<file path="src/rtl/drv_fault_pkg.sv">
package drv_fault_pkg;
    typedef enum logic [1:0] {
        ST_RUN     = 2'd0,
        ST_WAIT_RD = 2'd1,
        ST_WAIT_EN = 2'd2,
        ST_WAIT_SP = 2'd3
    } chan_state_e;
endpackage

</file>
<file path="src/rtl/drv_fault_debounce.sv">
module drv_fault_debounce #(
    parameter int UC_DELAY = 16
) (
    input  logic clk,
    input  logic rst_n,
    input  logic arm,
    input  logic low,
    output logic expire
);
    localparam int CNT_W = $clog2(UC_DELAY + 1);
    localparam logic [CNT_W-1:0] CNT_MAX = CNT_W'(UC_DELAY);

    logic [CNT_W-1:0] cnt_q;

    always_ff @(posedge clk or negedge rst_n) begin
        if (!rst_n)
            cnt_q <= '0;
        else if (!arm || !low)
            cnt_q <= '0;
        else if (cnt_q != CNT_MAX)
            cnt_q <= cnt_q + 1'b1;
    end

    assign expire = arm && low && (cnt_q == CNT_MAX);


    cnt_bound_chk: assert property (@(posedge clk) disable iff (!rst_n)
        cnt_q <= CNT_MAX);


    cnt_restart_chk: assert property (@(posedge clk) disable iff (!rst_n)
        !low |=> cnt_q == '0);
endmodule

</file>
<file path="src/rtl/drv_fault_chan.sv">
module drv_fault_chan
    import drv_fault_pkg::*;
#(
    parameter int SP_W     = 8,
    parameter int UC_DELAY = 16
) (
    input  logic            clk,
    input  logic            rst_n,
    input  logic            ot_in,
    input  logic            oc_in,
    input  logic            uv_in,
    input  logic            uc_in,
    input  logic            off_open_in,
    input  logic            diag_rd,
    input  logic            en_wr,
    input  logic            en_wdata,
    input  logic            sp_wr,
    input  logic [SP_W-1:0] sp_wdata,
    output logic            en_q,
    output logic [SP_W-1:0] sp_q,
    output logic            on,
    output logic            ot_q,
    output logic            oc_q,
    output logic            uv_q,
    output logic            uc_q,
    output logic            off_stat_q
);
    chan_state_e state_q, state_d;
    logic        oc_evt, uc_evt, trip;
    logic        en_ok, sp_ok;

    assign on     = (state_q == ST_RUN) && en_q && (sp_q != '0);
    assign oc_evt = on && oc_in;
    assign trip   = oc_evt || uc_evt;

    drv_fault_debounce #(.UC_DELAY(UC_DELAY)) i_deb (
        .clk    (clk),
        .rst_n  (rst_n),
        .arm    (on),
        .low    (uc_in),
        .expire (uc_evt)
    );

    always_ff @(posedge clk or negedge rst_n) begin
        if (!rst_n)
            state_q <= ST_RUN;
        else
            state_q <= state_d;
    end

    always_comb begin
        state_d = state_q;
        unique case (state_q)
            ST_RUN:     if (trip) state_d = ST_WAIT_RD;
            ST_WAIT_RD: if (diag_rd) state_d = ST_WAIT_EN;
            ST_WAIT_EN: if (en_wr && en_wdata) state_d = ST_WAIT_SP;
            ST_WAIT_SP: begin
                if (en_wr && !en_wdata)
                    state_d = ST_WAIT_EN;
                else if (sp_wr && (sp_wdata != '0))
                    state_d = ST_RUN;
            end
        endcase
    end

    always_comb begin
        en_ok = 1'b0;
        sp_ok = 1'b0;
        unique case (state_q)
            ST_RUN:     begin en_ok = 1'b1; sp_ok = 1'b1; end
            ST_WAIT_RD: begin en_ok = 1'b0; sp_ok = 1'b0; end
            ST_WAIT_EN: begin en_ok = 1'b1; sp_ok = 1'b0; end
            ST_WAIT_SP: begin en_ok = 1'b1; sp_ok = 1'b1; end
        endcase
    end

    always_ff @(posedge clk or negedge rst_n) begin
        if (!rst_n) begin
            en_q       <= 1'b0;
            sp_q       <= '0;
            ot_q       <= 1'b0;
            oc_q       <= 1'b0;
            uv_q       <= 1'b0;
            uc_q       <= 1'b0;
            off_stat_q <= 1'b0;
        end else begin
            if (trip) begin
                en_q <= 1'b0;
                sp_q <= '0;
            end else begin
                if (en_wr && en_ok) en_q <= en_wdata;
                if (sp_wr && sp_ok) sp_q <= sp_wdata;
            end
            if (ot_in)                 ot_q <= 1'b1;
            else if (diag_rd)          ot_q <= 1'b0;
            if (uv_in)                 uv_q <= 1'b1;
            else if (diag_rd)          uv_q <= 1'b0;
            if (oc_evt)                oc_q <= 1'b1;
            else if (diag_rd)          oc_q <= 1'b0;
            if (uc_evt)                uc_q <= 1'b1;
            else if (diag_rd && !uc_in) uc_q <= 1'b0;
            off_stat_q <= (sp_q == '0) && off_open_in;
        end
    end


    trip_off_chk: assert property (@(posedge clk) disable iff (!rst_n)
        trip |=> !en_q && (sp_q == '0) && (state_q == ST_WAIT_RD));


    oc_clear_chk: assert property (@(posedge clk) disable iff (!rst_n)
        (diag_rd && !oc_evt) |=> !oc_q);


    oc_set_wins_chk: assert property (@(posedge clk) disable iff (!rst_n)
        oc_evt |=> oc_q);


    hold_until_read_chk: assert property (@(posedge clk) disable iff (!rst_n)
        (state_q == ST_WAIT_RD && !diag_rd) |=> (state_q == ST_WAIT_RD) && !en_q);


    on_needs_run_chk: assert property (@(posedge clk) disable iff (!rst_n)
        on |-> (state_q == ST_RUN) && en_q);
endmodule

</file>
<file path="src/rtl/drv_fault_pin.sv">
module drv_fault_pin #(
    parameter int NUM_CH = 3
) (
    input  logic              clk,
    input  logic              rst_n,
    input  logic              en_pin,
    input  logic              mask_en,
    input  logic [NUM_CH-1:0] ch_mask,
    input  logic [NUM_CH-1:0] ch_fault,
    output logic              fault_n
);
    logic en_term, ch_term;

    assign en_term = mask_en && !en_pin;
    assign ch_term = |(ch_mask & ch_fault);

    always_ff @(posedge clk or negedge rst_n) begin
        if (!rst_n)
            fault_n <= 1'b1;
        else
            fault_n <= !(en_term || ch_term);
    end


    en_pin_pull_chk: assert property (@(posedge clk) disable iff (!rst_n)
        (mask_en && !en_pin) |=> !fault_n);


    masked_quiet_chk: assert property (@(posedge clk) disable iff (!rst_n)
        (!mask_en && ((ch_mask & ch_fault) == '0)) |=> fault_n);
endmodule

</file>
<file path="src/rtl/drv_fault_ctrl.sv">
module drv_fault_ctrl #(
    parameter int NUM_CH   = 3,
    parameter int SP_W     = 8,
    parameter int UC_DELAY = 16
) (
    input  logic                   clk,
    input  logic                   rst_n,
    input  logic                   en_pin,
    input  logic                   cfg_en_pin_mask,
    input  logic [NUM_CH-1:0]      cfg_ch_mask,
    input  logic [NUM_CH-1:0]      ot_in,
    input  logic [NUM_CH-1:0]      oc_in,
    input  logic [NUM_CH-1:0]      uv_in,
    input  logic [NUM_CH-1:0]      uc_in,
    input  logic [NUM_CH-1:0]      off_open_in,
    input  logic                   diag_rd,
    input  logic [NUM_CH-1:0]      en_wr,
    input  logic [NUM_CH-1:0]      en_wdata,
    input  logic [NUM_CH-1:0]      sp_wr,
    input  logic [NUM_CH*SP_W-1:0] sp_wdata,
    output logic [NUM_CH-1:0]      ch_en,
    output logic [NUM_CH*SP_W-1:0] ch_sp,
    output logic [NUM_CH-1:0]      ch_on,
    output logic [NUM_CH-1:0]      flt_ot,
    output logic [NUM_CH-1:0]      flt_oc,
    output logic [NUM_CH-1:0]      flt_uv,
    output logic [NUM_CH-1:0]      flt_uc,
    output logic [NUM_CH-1:0]      off_open_stat,
    output logic                   fault_n
);
    logic [NUM_CH-1:0] any_flt;

    for (genvar g = 0; g < NUM_CH; g++) begin : g_ch
        drv_fault_chan #(.SP_W(SP_W), .UC_DELAY(UC_DELAY)) i_chan (
            .clk         (clk),
            .rst_n       (rst_n),
            .ot_in       (ot_in[g]),
            .oc_in       (oc_in[g]),
            .uv_in       (uv_in[g]),
            .uc_in       (uc_in[g]),
            .off_open_in (off_open_in[g]),
            .diag_rd     (diag_rd),
            .en_wr       (en_wr[g]),
            .en_wdata    (en_wdata[g]),
            .sp_wr       (sp_wr[g]),
            .sp_wdata    (sp_wdata[g*SP_W +: SP_W]),
            .en_q        (ch_en[g]),
            .sp_q        (ch_sp[g*SP_W +: SP_W]),
            .on          (ch_on[g]),
            .ot_q        (flt_ot[g]),
            .oc_q        (flt_oc[g]),
            .uv_q        (flt_uv[g]),
            .uc_q        (flt_uc[g]),
            .off_stat_q  (off_open_stat[g])
        );
        assign any_flt[g] = flt_ot[g] | flt_oc[g] | flt_uv[g] | flt_uc[g];
    end

    drv_fault_pin #(.NUM_CH(NUM_CH)) i_pin (
        .clk      (clk),
        .rst_n    (rst_n),
        .en_pin   (en_pin),
        .mask_en  (cfg_en_pin_mask),
        .ch_mask  (cfg_ch_mask),
        .ch_fault (any_flt),
        .fault_n  (fault_n)
    );
endmodule

</file>
<file path="config.mk">
export PLATFORM = sky130hd
export DESIGN_NAME = drv_fault_ctrl
export DESIGN_NICKNAME = d
export VERILOG_FILES = /design/src/rtl/drv_fault_pkg.sv /design/src/rtl/drv_fault_debounce.sv /design/src/rtl/drv_fault_chan.sv /design/src/rtl/drv_fault_pin.sv /design/src/rtl/drv_fault_ctrl.sv
export SDC_FILE = /design/constraint.sdc
export NUM_CORES = 1
export LEC_CHECK = 0
export CAP_MARGIN = 10
export CORE_ASPECT_RATIO = 2
export CORE_MARGIN = 2
export CORE_UTILIZATION = 43
export CTS_CLUSTER_DIAMETER = 120
export DETAILED_ROUTE_END_ITERATION = 10
export PLACE_DENSITY = 0.88
export SYNTH_ARGS = -nofsm -noshare
export SYNTH_HDL_FRONTEND = slang
export SYNTH_SLANG_ARGS = --single-unit
</file>
<file path="constraint.sdc">
create_clock -name clk -period 1.7 [get_ports clk]
set_input_delay 0.17 -clock clk [delete_from_list [all_inputs] [get_ports clk]]
set_output_delay 0.17 -clock clk [all_outputs]
set_load 0.005 [all_outputs]
</file>
## Word-level counts from Yosys, hierarchy flattened

Cells that the tools add are included.

| word-level totals | value |
|---|---|
| flip-flop bits (word level) | 64 |
| bits in latches | 0 |
| memory bits (writable) | 0 |
| ROM bits | 0 |
| bits of input ports | 56 |
| output and inout bits | 46 |
| word-level logic and storage cells | 225 |
| memories kept | 0 |

| cells by class | value |
|---|---|
| add/subtract/negate cells | 3 |
| $mul | 0 |
| div/mod/pow operators | 0 |
| order comparisons | 0 |
| equality and inequality tests | 27 |
| shift operators | 0 |
| mux-type cells | 56 |
| bitwise logic cells | 10 |
| reduce and logical (&&, ||, !) cells | 101 |

Operators by type and width:

| operator | number |
|---|---|
| $mux 8 | 6 |
| $reduce_bool 8->1 | 6 |
| $reduce_bool 2->1 | 21 |
| $logic_and 1x1->1 | 37 |
| $mux 5 | 6 |
| $mux 2 | 13 |
| $logic_not 8->1 | 3 |
| $pmux 2 s4 | 3 |
| $mux 1 | 22 |
| $add 5x1->5 const B | 3 |
| $eq 5x5->1 const B | 3 |
| $ne 5x5->1 const B | 3 |
| $eq 2x2->1 const B | 6 |
| $ne 2x1->1 const B | 6 |
| $pmux 1 s2 | 6 |
| $reduce_and 4->1 | 3 |
| $reduce_or 2->1 | 6 |
| $reduce_or 3->1 | 4 |
| $logic_not 1->1 | 11 |
| $ne 3x1->1 const B | 3 |
| $or 1x1->1 | 9 |
| $logic_or 1x1->1 | 7 |
| $eq 2x1->1 const B | 3 |
| $logic_not 2->1 | 3 |
| 2 further kinds | 4 |

## Longest topological paths before layout

Gate-level depths: netlist of the first run.

| depth | value |
|---|---|
| depth after elaboration | 8 |
| mapped depth | 8 |
| mapped depth without buffers | 7 |

## Cells and area by module

A second synthesis of the first run with hierarchy kept.

| second synthesis, totals | value |
|---|---|
| cells, all modules | 355 |
| area, all modules | 3435.8 um^2 |

Modules (own cells, without submodules):

| module | instances | cells each | area each (um^2) |
|---|---|---|---|
| drv_fault_chan | 3 | 86 | 814.5 |
| drv_fault_debounce | 3 | 30 | 305.3 |
| drv_fault_pin | 1 | 4 | 53.8 |
| drv_fault_ctrl | 1 | 3 | 22.5 |

## Least setup slack after synthesis of the first run

OpenSTA, ideal clock, no wires.

| timing path | value |
|---|---|
| kind | register -> register |
| start | reg g_ch[1].i_chan.state_q[0] |
| end | reg g_ch[1].i_chan.sp_q[0] |
| library setup time | 0.119 ns |
| arrival time | 1.518 ns |
| slack | 0.063 ns |
| stages on the path, launching flop included | 7 |
| period minus slack after synthesis | 1.637 ns |
| cells stage by stage | dfrtp_1 -> inv_1 -> ha_1 -> nor2b_1 -> buf_1 -> mux2i_1 -> nor2_1 |

| between the ends | value |
|---|---|
| longest elaborated chain between the ends | 7 |

RTL lines:

| what | line | source |
|---|---|---|
| start: declaration | drv_fault_chan.sv:28 | `chan_state_e state_q, state_d;` |
| start signal: assignment | drv_fault_chan.sv:48 | `state_q <= state_d;` |
| branches (longest 7 deep; another with $eq 2x2->1) | -- |  |
| end signal: assignment | drv_fault_chan.sv:92 | `if (sp_wr && sp_ok) sp_q <= sp_wdata;` |
| end: declaration | drv_fault_chan.sv:20 | `output logic [SP_W-1:0] sp_q,` |

Parallel ways; which one is timed is not known.
A chain may end at the register's enable or synchronous reset.

## Worst setup path in the final report of the first run

| timing path | value |
|---|---|
| start | in sp_wdata[20] |
| end | reg g_ch[2].i_chan.state_q[0] |

| between the ends | value |
|---|---|
| longest elaborated chain between the ends | 4 |

RTL lines:

| what | line | source |
|---|---|---|
| start: declaration | drv_fault_ctrl.sv:20 | `input logic [NUM_CH*SP_W-1:0] sp_wdata,` |
| $reduce_bool 8->1 | drv_fault_chan.sv:60 | `else if (sp_wr && (sp_wdata != '0))` |
| $logic_and 1x1->1 | drv_fault_chan.sv:60 |  |
| $ne 3x1->1 (no source line) | -- |  |
| $reduce_and 4->1 (no source line) | -- |  |
| end signal: assignment | drv_fault_chan.sv:48 |  |
| end: declaration | drv_fault_chan.sv:28 |  |

No other way between the ends.

==> results of run 1 <==
-- power groups by stage --
stage	sequential, W	clock (W)	combinational [W]
3_3_place_gp	0.00242	0	0.00326
5_1_grt	0.00254	0.00180	0.00391
3_5_place_dp	0.00244	0	0.00338
2_1_floorplan	0.00241	0	0.00188
4_1_cts	0.00244	0.00173	0.00346
6_report	0.00248	0.00170	0.00359
-- layer usage --
layer / vias up / global-route usage
li1: 1334 / -
met1: 1398 / 0.217
met2: 83 / 0.385
met3: 24 / 0.0436
met4: 0 / 0.108
met5: - / 0
-- worst max-delay path by stage --
stage	endpoint	slack [ns]	from	cells past startpoint
4_1_cts	ch_on[1]	0.008	g_ch[1].i_chan.state_q[1]	5
3_5_place_dp	g_ch[2].i_chan.state_q[0]	-0.15	sp_wdata[16]	6
3_3_place_gp	g_ch[1].i_chan.state_q[0]	-0.09	sp_wdata[9]	6
2_1_floorplan	g_ch[1].i_chan.sp_q[0]	0.06	g_ch[1].i_chan.state_q[0]	6
6_report	g_ch[2].i_chan.state_q[0]	0.06	sp_wdata[20]	6
5_1_grt	g_ch[1].i_chan.state_q[0]	-0.02	g_ch[1].i_chan.i_deb.cnt_q[0]	7
-- flip-flops by register name, indices dropped and copies added, names as in the netlist --
signal                   count
g_ch.i_chan.oc_q             3
g_ch.i_chan.en_q             3
g_ch.i_chan.off_stat_q       3
g_ch.i_chan.state_q          6
i_pin.fault_n                1
g_ch.i_chan.ot_q             3
g_ch.i_chan.i_deb.cnt_q     15
g_ch.i_chan.uc_q             3
g_ch.i_chan.uv_q             3
g_ch.i_chan.sp_q            24
-- cells in the final DEF (no fill, tap or decap), types with 5 or more instances in the layout --
| cell type | count |
|---|---|
| nor2_1 | 45 |
| a21oi_1 | 6 |
| a21o_1 | 6 |
| dfrtp_1 | 63 |
| a21oi_2 | 6 |
| clkbuf_16 | 9 |
| a22o_1 | 6 |
| nand3_1 | 6 |
| clkdlybuf4s50_1 | 97 |
| xor2_1 | 6 |
| buf_4 | 35 |
| xnor2_1 | 6 |
| clkbuf_1 | 5 |
| ha_1 | 21 |
| nor2b_1 | 6 |
| nand2_1 | 12 |
| inv_1 | 15 |
| inv_2 | 5 |
| mux2i_1 | 33 |
-- kinds of logic (layout without fill, tap and decap cells) --
group           Yosys count  in the layout
flops                    64             64
buf+inv                  48            175
xor+xnor                 12             12
mux                      33             33
fa+ha+maj                24             24
compound gates           46             46
simple gates             93             93
-- repair_timing --
item / in CTS / in global routing
pin swaps: 0 / 1
endpoints found under the hold margin: 13 / 0
setup buffers: 3 / 5
gates resized for setup: 9 / 13
hold buffers: 1 / 0
setup endpoints to repair: 3 / 15
-- area by class of cell --
class / count / share of cell area
well taps: 96 / 0.0236
clock buffers: 16 / 0.0533
multi-input cells: 208 / 0.337
inverters: 20 / 0.0147
repair buffers: 139 / 0.257
flip-flops and latches: 64 / 0.315
-- synth_stat cells, types with 12 or more instances --
master   number
nor2_1       45
nand2_1      12
buf_4        24
ha_1         24
inv_1        20
dfrtp_1      63
mux2i_1      33
-- worst register-to-register path, delay by kind of cell, from the launching register on --
kind            cells  cell delay [ns]
flops               1             0.37
compound gates      2             0.35
mux                 1             0.19
buf+inv             1             0.08
fa+ha+maj           1             0.20
simple gates        2             0.36
-- through the flow --
stage | total power (W) | util
final | 0.00777 | 0.641
after global routing | 0.00825 | 0.641
after CTS | 0.00764 | 0.631
after detailed placement | 0.00582 | 0.592
after global placement | 0.00569 | 0.592
after floorplan | 0.00429 | -
==> results.sh, run 1 <==
export IMPL_path_clk_slew_ns=0.05
export IMPL_end_kind="register"
export IMPL_cts_buffers=9
export IMPL_path_cells="clkdlybuf4s50_1 > or4_1 > o21ai_1 > a31oi_2 > o21ai_4 > mux2i_1"
export IMPL_synth_top_cell_area_share=0.447
export IMPL_synth_edf_count=0
export IMPL_max_slew_worst_pin_slew_ns=0.429
export IMPL_cts_tree="done"
export IMPL_async_reset_ff_frac=1.00
export IMPL_synth_compound_gate_area_share=0.111
export IMPL_status="complete, no violations"
export IMPL_n_antenna_cell=0
export IMPL_synth_top_flop_cell="dfrtp_1"
export IMPL_grt_pass1_wl_mm=14.2
export IMPL_crit_family="simple AND/OR/NAND/NOR gates"
export IMPL_fillCellCount=619
export IMPL_yosysUniqueCellTypes=32
export IMPL_r2r_start="g_ch[1].i_chan.i_deb.cnt_q[0]"
export IMPL_area_delta_synth_final_pct=44.5
export IMPL_io_buffers=101
export IMPL_routed_wirelength_mm=9.10
export IMPL_worst_ep_required_time_ns=1.95
export IMPL_crit_slowest_cell="or4_1"
export IMPL_dp_slack_ns=-0.146
export IMPL_regArea_sq_um=1600
export IMPL_antenna_found_initial=0
export IMPL_regToRegSetupSlack_ns=0.08
export IMPL_hold_violations=0
export IMPL_setup_ws_ns=0.0627
export IMPL_ys_seq_area_frac=0.455
export IMPL_swShare=0.341
export IMPL_sequentialPowerShare=0.320
export IMPL_max_freq_mhz=611
export IMPL_fp_row_count=46
export IMPL_grt_max_degree=28
export IMPL_slew_viol_final=0
export IMPL_synth_fa_ha_area_frac=0.0852
export IMPL_synth_cells=320
export IMPL_crit_fanout=2
export IMPL_drive_above_1_share=0.206
export IMPL_final_area_sq_um=5090
export IMPL_ant_nets=0
export IMPL_gp_congestion=0.855
export IMPL_finalSetupTns_ns=0
export IMPL_synth_avg_cell_area_sq_um=11.0
export IMPL_p_leak_nw=2.25
export IMPL_cts_root_buffer="clkbuf_16"
export IMPL_drt_vias_per_instance=5.23
export IMPL_core_region_area_sq_um=7940
export IMPL_p_per_area_nw_per_um2=1530
export IMPL_dpl_cell_area_sq_um=4700
export IMPL_synth_seq_cells=64
export IMPL_io_pins=102
export IMPL_vias=2839
export IMPL_syn_nets=400
export IMPL_cap_viol_max_count=0
export IMPL_clkPwrFrac=0.219
export IMPL_finClkSkew_ns=0.00362
export IMPL_post_synth_top_area_cell="dfrtp_1"
export IMPL_highest_layer="met4"
export IMPL_synth_top_family_by_area="simple AND/OR/NAND/NOR gates"
export IMPL_drc=0
export IMPL_vdd_drop_max_uv=976
export IMPL_die_area_sq_um=8980
export IMPL_track_usage=0.213
export IMPL_initialDrtViolationCount=108
export IMPL_first_global_vias=3010
export IMPL_pwr_share_comb=0.462
export IMPL_instances_no_fill=543
export IMPL_hold_class="primary input to async pin"
export IMPL_post_place_cells=518
export IMPL_synth_cell_area_sq_um=3520
export IMPL_finalSetupViolations=0
export IMPL_wl_met2_mm=5.36
export IMPL_crit_path_start_kind="primary input"
export IMPL_die_h_um=132
export IMPL_insertion_delay_ns=0.33
export IMPL_reg2regPathDepth=7
export IMPL_wl_per_cell_um=16.8
export IMPL_finalNetCount=522
export IMPL_yosys_warnings=0
export IMPL_met3_length_um=306
export IMPL_r2r_end="g_ch[1].i_chan.state_q[0]"
export IMPL_cts_max_path_buffers=2
export IMPL_synth_area_leaders="dfrtp_1 45%, mux2i_1 9.4%, ha_1 8.5%"
export IMPL_switchingPower_w=0.00265
export IMPL_synthSimpleGateAreaFrac=0.149
export IMPL_grt_overflow=0
export IMPL_period_minus_slack_ns=1.64
export IMPL_cp_arrival_ns=1.89
export IMPL_worst_path_buf_inv=1
export IMPL_dr_pass1_iters=4
export IMPL_multiInputGateArea_sq_um=1720
export IMPL_max_slew_margin=0.714
export IMPL_hpwl_mm=6.92
export IMPL_setup_worst_path_class="primary input to register"
export IMPL_finalCritPeriodShare=0.963
export IMPL_drt_met1_wl_mm=3.13
export IMPL_fin_hold_ws_ns=0.319
export IMPL_htree_levels=3
export IMPL_critPathMaxStageDelay_ns=0.57
export IMPL_cts_sinks=64
export IMPL_rsz0062_at_grt="true"
export IMPL_synth_mux_area_frac=0.0937
export IMPL_synth_xor_area_frac=0.0298
export IMPL_die_x_um=68.0
export IMPL_initial_core_util=0.444
export IMPL_p_int_w=0.00511
Note: power is estimated with default switching activity, not from simulation.
==> inputs of run 2 (changes only) <==
--- a/config.mk
+++ b/config.mk
@@ -13,3 +13,5 @@
 export DETAILED_ROUTE_END_ITERATION = 10
+export GPL_TIMING_DRIVEN = 1
 export PLACE_DENSITY = 0.88
+export RECOVER_POWER = 25
 export SYNTH_ARGS = -nofsm -noshare
==> constraint.sdc (replaced) <==
create_clock -name clk -period 1.7 [get_ports clk]
set_input_delay 0.255 -clock clk [delete_from_list [all_inputs] [get_ports clk]]
set_output_delay 0.255 -clock clk [all_outputs]
set_load 0.005 [all_outputs]
==> run 2 against run 1 <==
  * Setup slack worse by 0.0088 ns
  * Die area unchanged
  * Combinational power up 2%
  * Final area up 1.8%
  * Critical path type unchanged
  * Largest power group unchanged
==> results.sh, run 2 (synthesized netlist as in run 1, its figures left out) <==
export IMPL_status="complete, no violations"
export IMPL_layout_common_cells="97 x clkdlybuf4s50_1, 63 x dfrtp_1, 45 x nor2_1"
export IMPL_track_usage=0.220
export IMPL_vdd_drop_max_uv=974
export IMPL_htree_levels=3
export IMPL_drc=0
export IMPL_io_buffers=101
export IMPL_routed_wirelength_mm=9.02
export IMPL_gp_congestion=0.860
export IMPL_vias=2855
export IMPL_n_antenna_cell=0
export IMPL_met3_length_um=362
export IMPL_crit_path_start_kind="primary input"
export IMPL_grt_pass1_wl_mm=14.8
export IMPL_cts_max_path_buffers=2
export IMPL_core_region_area_sq_um=7940
export IMPL_drive_above_1_share=0.221
export IMPL_drt_vias_per_instance=5.20
export IMPL_largest_registers="g_ch.i_chan.sp_q: 24 flops, g_ch.i_chan.i_deb.cnt_q: 15 flops, g_ch.i_chan.state_q: 6 flops"
export IMPL_reg2regPathDepth=7
export IMPL_largest_register="g_ch.i_chan.sp_q"
export IMPL_dr_pass1_iters=4
export IMPL_first_global_vias=3149
export IMPL_cp_arrival_ns=1.90
export IMPL_hold_depth=2
export IMPL_cts_root_buffer="clkbuf_16"
export IMPL_p_total_w=0.00806
export IMPL_grt_max_degree=27
export IMPL_die_h_um=132
export IMPL_fin_hold_ws_ns=0.485
export IMPL_ant_nets=0
export IMPL_post_place_cells=524
export IMPL_cts_sinks=64
export IMPL_drt_met1_wl_mm=2.97
export IMPL_grt_overflow=0
export IMPL_area_delta_synth_final_pct=47.1
export IMPL_slew_viol_final=0
export IMPL_largest_register_ffs=24
export IMPL_insertion_delay_ns=0.33
export IMPL_r2r_start="g_ch[0].i_chan.state_q[0]"
export IMPL_whs_endpoint="g_ch[0].i_chan.off_stat_q"
export IMPL_max_slew_margin=0.320
export IMPL_fillCellCount=605
export IMPL_worst_ep_required_time_ns=1.95
export IMPL_mostFrequentLayoutCell="clkdlybuf4s50_1"
export IMPL_cts_buffers=9
export IMPL_die_x_um=68.0
export IMPL_crit_fanout=2
export IMPL_initialDrtViolationCount=102
export IMPL_instances_no_fill=549
export IMPL_end_kind="register"
export IMPL_regToRegSetupSlack_ns=0.08
export IMPL_hold_violations=0
export IMPL_r2r_end="g_ch[0].i_chan.state_q[1]"
export IMPL_die_area_sq_um=8980
export IMPL_cts_tree="done"
export IMPL_wl_met2_mm=5.32
export IMPL_period_minus_slack_ns=1.65
export IMPL_highest_layer="met4"
export IMPL_hpwl_mm=6.96
export IMPL_p_leak_nw=2.30
export IMPL_p_per_area_nw_per_um2=1550
export IMPL_path_clk_slew_ns=0.05
export IMPL_finClkSkew_ns=0.00564
export IMPL_finalCritPeriodShare=0.968
export IMPL_wl_per_cell_um=16.4
export IMPL_initial_core_util=0.444
export IMPL_max_slew_worst_pin_slew_ns=1.02
export IMPL_io_pins=102
export IMPL_cap_viol_max_count=0
export IMPL_finalSetupViolations=0
export IMPL_setup_worst_path_class="primary input to register"
export IMPL_hold_class="primary input to register"
export IMPL_worstHoldStart="off_open_in[0]"
export IMPL_fp_row_count=46
export IMPL_antenna_found_initial=0
export IMPL_finalNetCount=528
export IMPL_max_freq_mhz=608
-- run 2: final cells by class --
| type | count | area (sq um) | share of cell area |
|---|---|---|---|
| well taps | 96 | 120 | 0.0232 |
| clock inverters | 2 | 35.0 | 0.00676 |
| clock buffers | 14 | 284 | 0.0548 |
| flip-flops and latches | 64 | 1600 | 0.309 |
| repair buffers | 145 | 1350 | 0.260 |
| inverters | 20 | 75.1 | 0.0145 |
| multi-input cells | 208 | 1720 | 0.332 |
-- run 2: timing repair --
| item | 4_1_cts | 5_1_grt |
|---|---|---|
| gates resized for setup | 14 | 10 |
| hold buffers | 1 | 0 |
| endpoints found under the hold margin | 13 | 0 |
| pin swaps | 3 | 3 |
| buffers inserted | 4 | 4 |
| endpoints found under the setup margin | 3 | 16 |
-- run 2: worst max-delay path, cell delays in order --
cell,delay (ns)
clkdlybuf4s50_1,0.42
or4_1,0.56
o21ai_1,0.21
a31oi_2,0.14
o21ai_2,0.11
mux2i_1,0.20
-- run 2: worst max-delay path by stage --
stage | startpoint | end | slack, ns | depth (start not counted)
2_1_floorplan | g_ch[1].i_chan.state_q[0] | g_ch[1].i_chan.sp_q[0] | 0.06 | 6
3_3_place_gp | sp_wdata[6] | g_ch[0].i_chan.state_q[0] | -0.20 | 6
3_5_place_dp | sp_wdata[6] | g_ch[0].i_chan.state_q[0] | -0.24 | 6
4_1_cts | g_ch[2].i_chan.state_q[1] | ch_on[2] | 0.02 | 5
5_1_grt | g_ch[2].i_chan.state_q[0] | g_ch[2].i_chan.state_q[1] | -0.002 | 7
6_report | sp_wdata[20] | g_ch[2].i_chan.state_q[0] | 0.05 | 6
-- run 2: metrics by stage --
| step | setup WS (ns) | instance area (sq um) | TNS, ns | util |
|---|---|---|---|---|
| 2_1_floorplan | 0.0632 | 3520 | 0 | - |
| 3_3_place_gp | -0.195 | 4740 | -0.918 | 0.597 |
| 3_5_place_dp | -0.239 | 4740 | -1.20 | 0.597 |
| 4_1_cts | 0.0232 | 5130 | 0 | 0.646 |
| 5_1_grt | -0.00175 | 5190 | -0.00175 | 0.653 |
| 6_report | 0.0539 | 5190 | 0 | 0.653 |
-- run 2: power breakdown --
part | internal (W) | switching [W]
clock network | 0.00129 | 0.000617
logic | 0.00209 | 0.00158
registers | 0.00200 | 0.000489
total | 0.00537 | 0.00268
-- run 2: layer usage --
layer | global-route usage | vias up
met5 | 0 | -
met4 | 0.119 | 0
met3 | 0.0470 | 27
met2 | 0.405 | 76
met1 | 0.213 | 1410
li1 | - | 1342
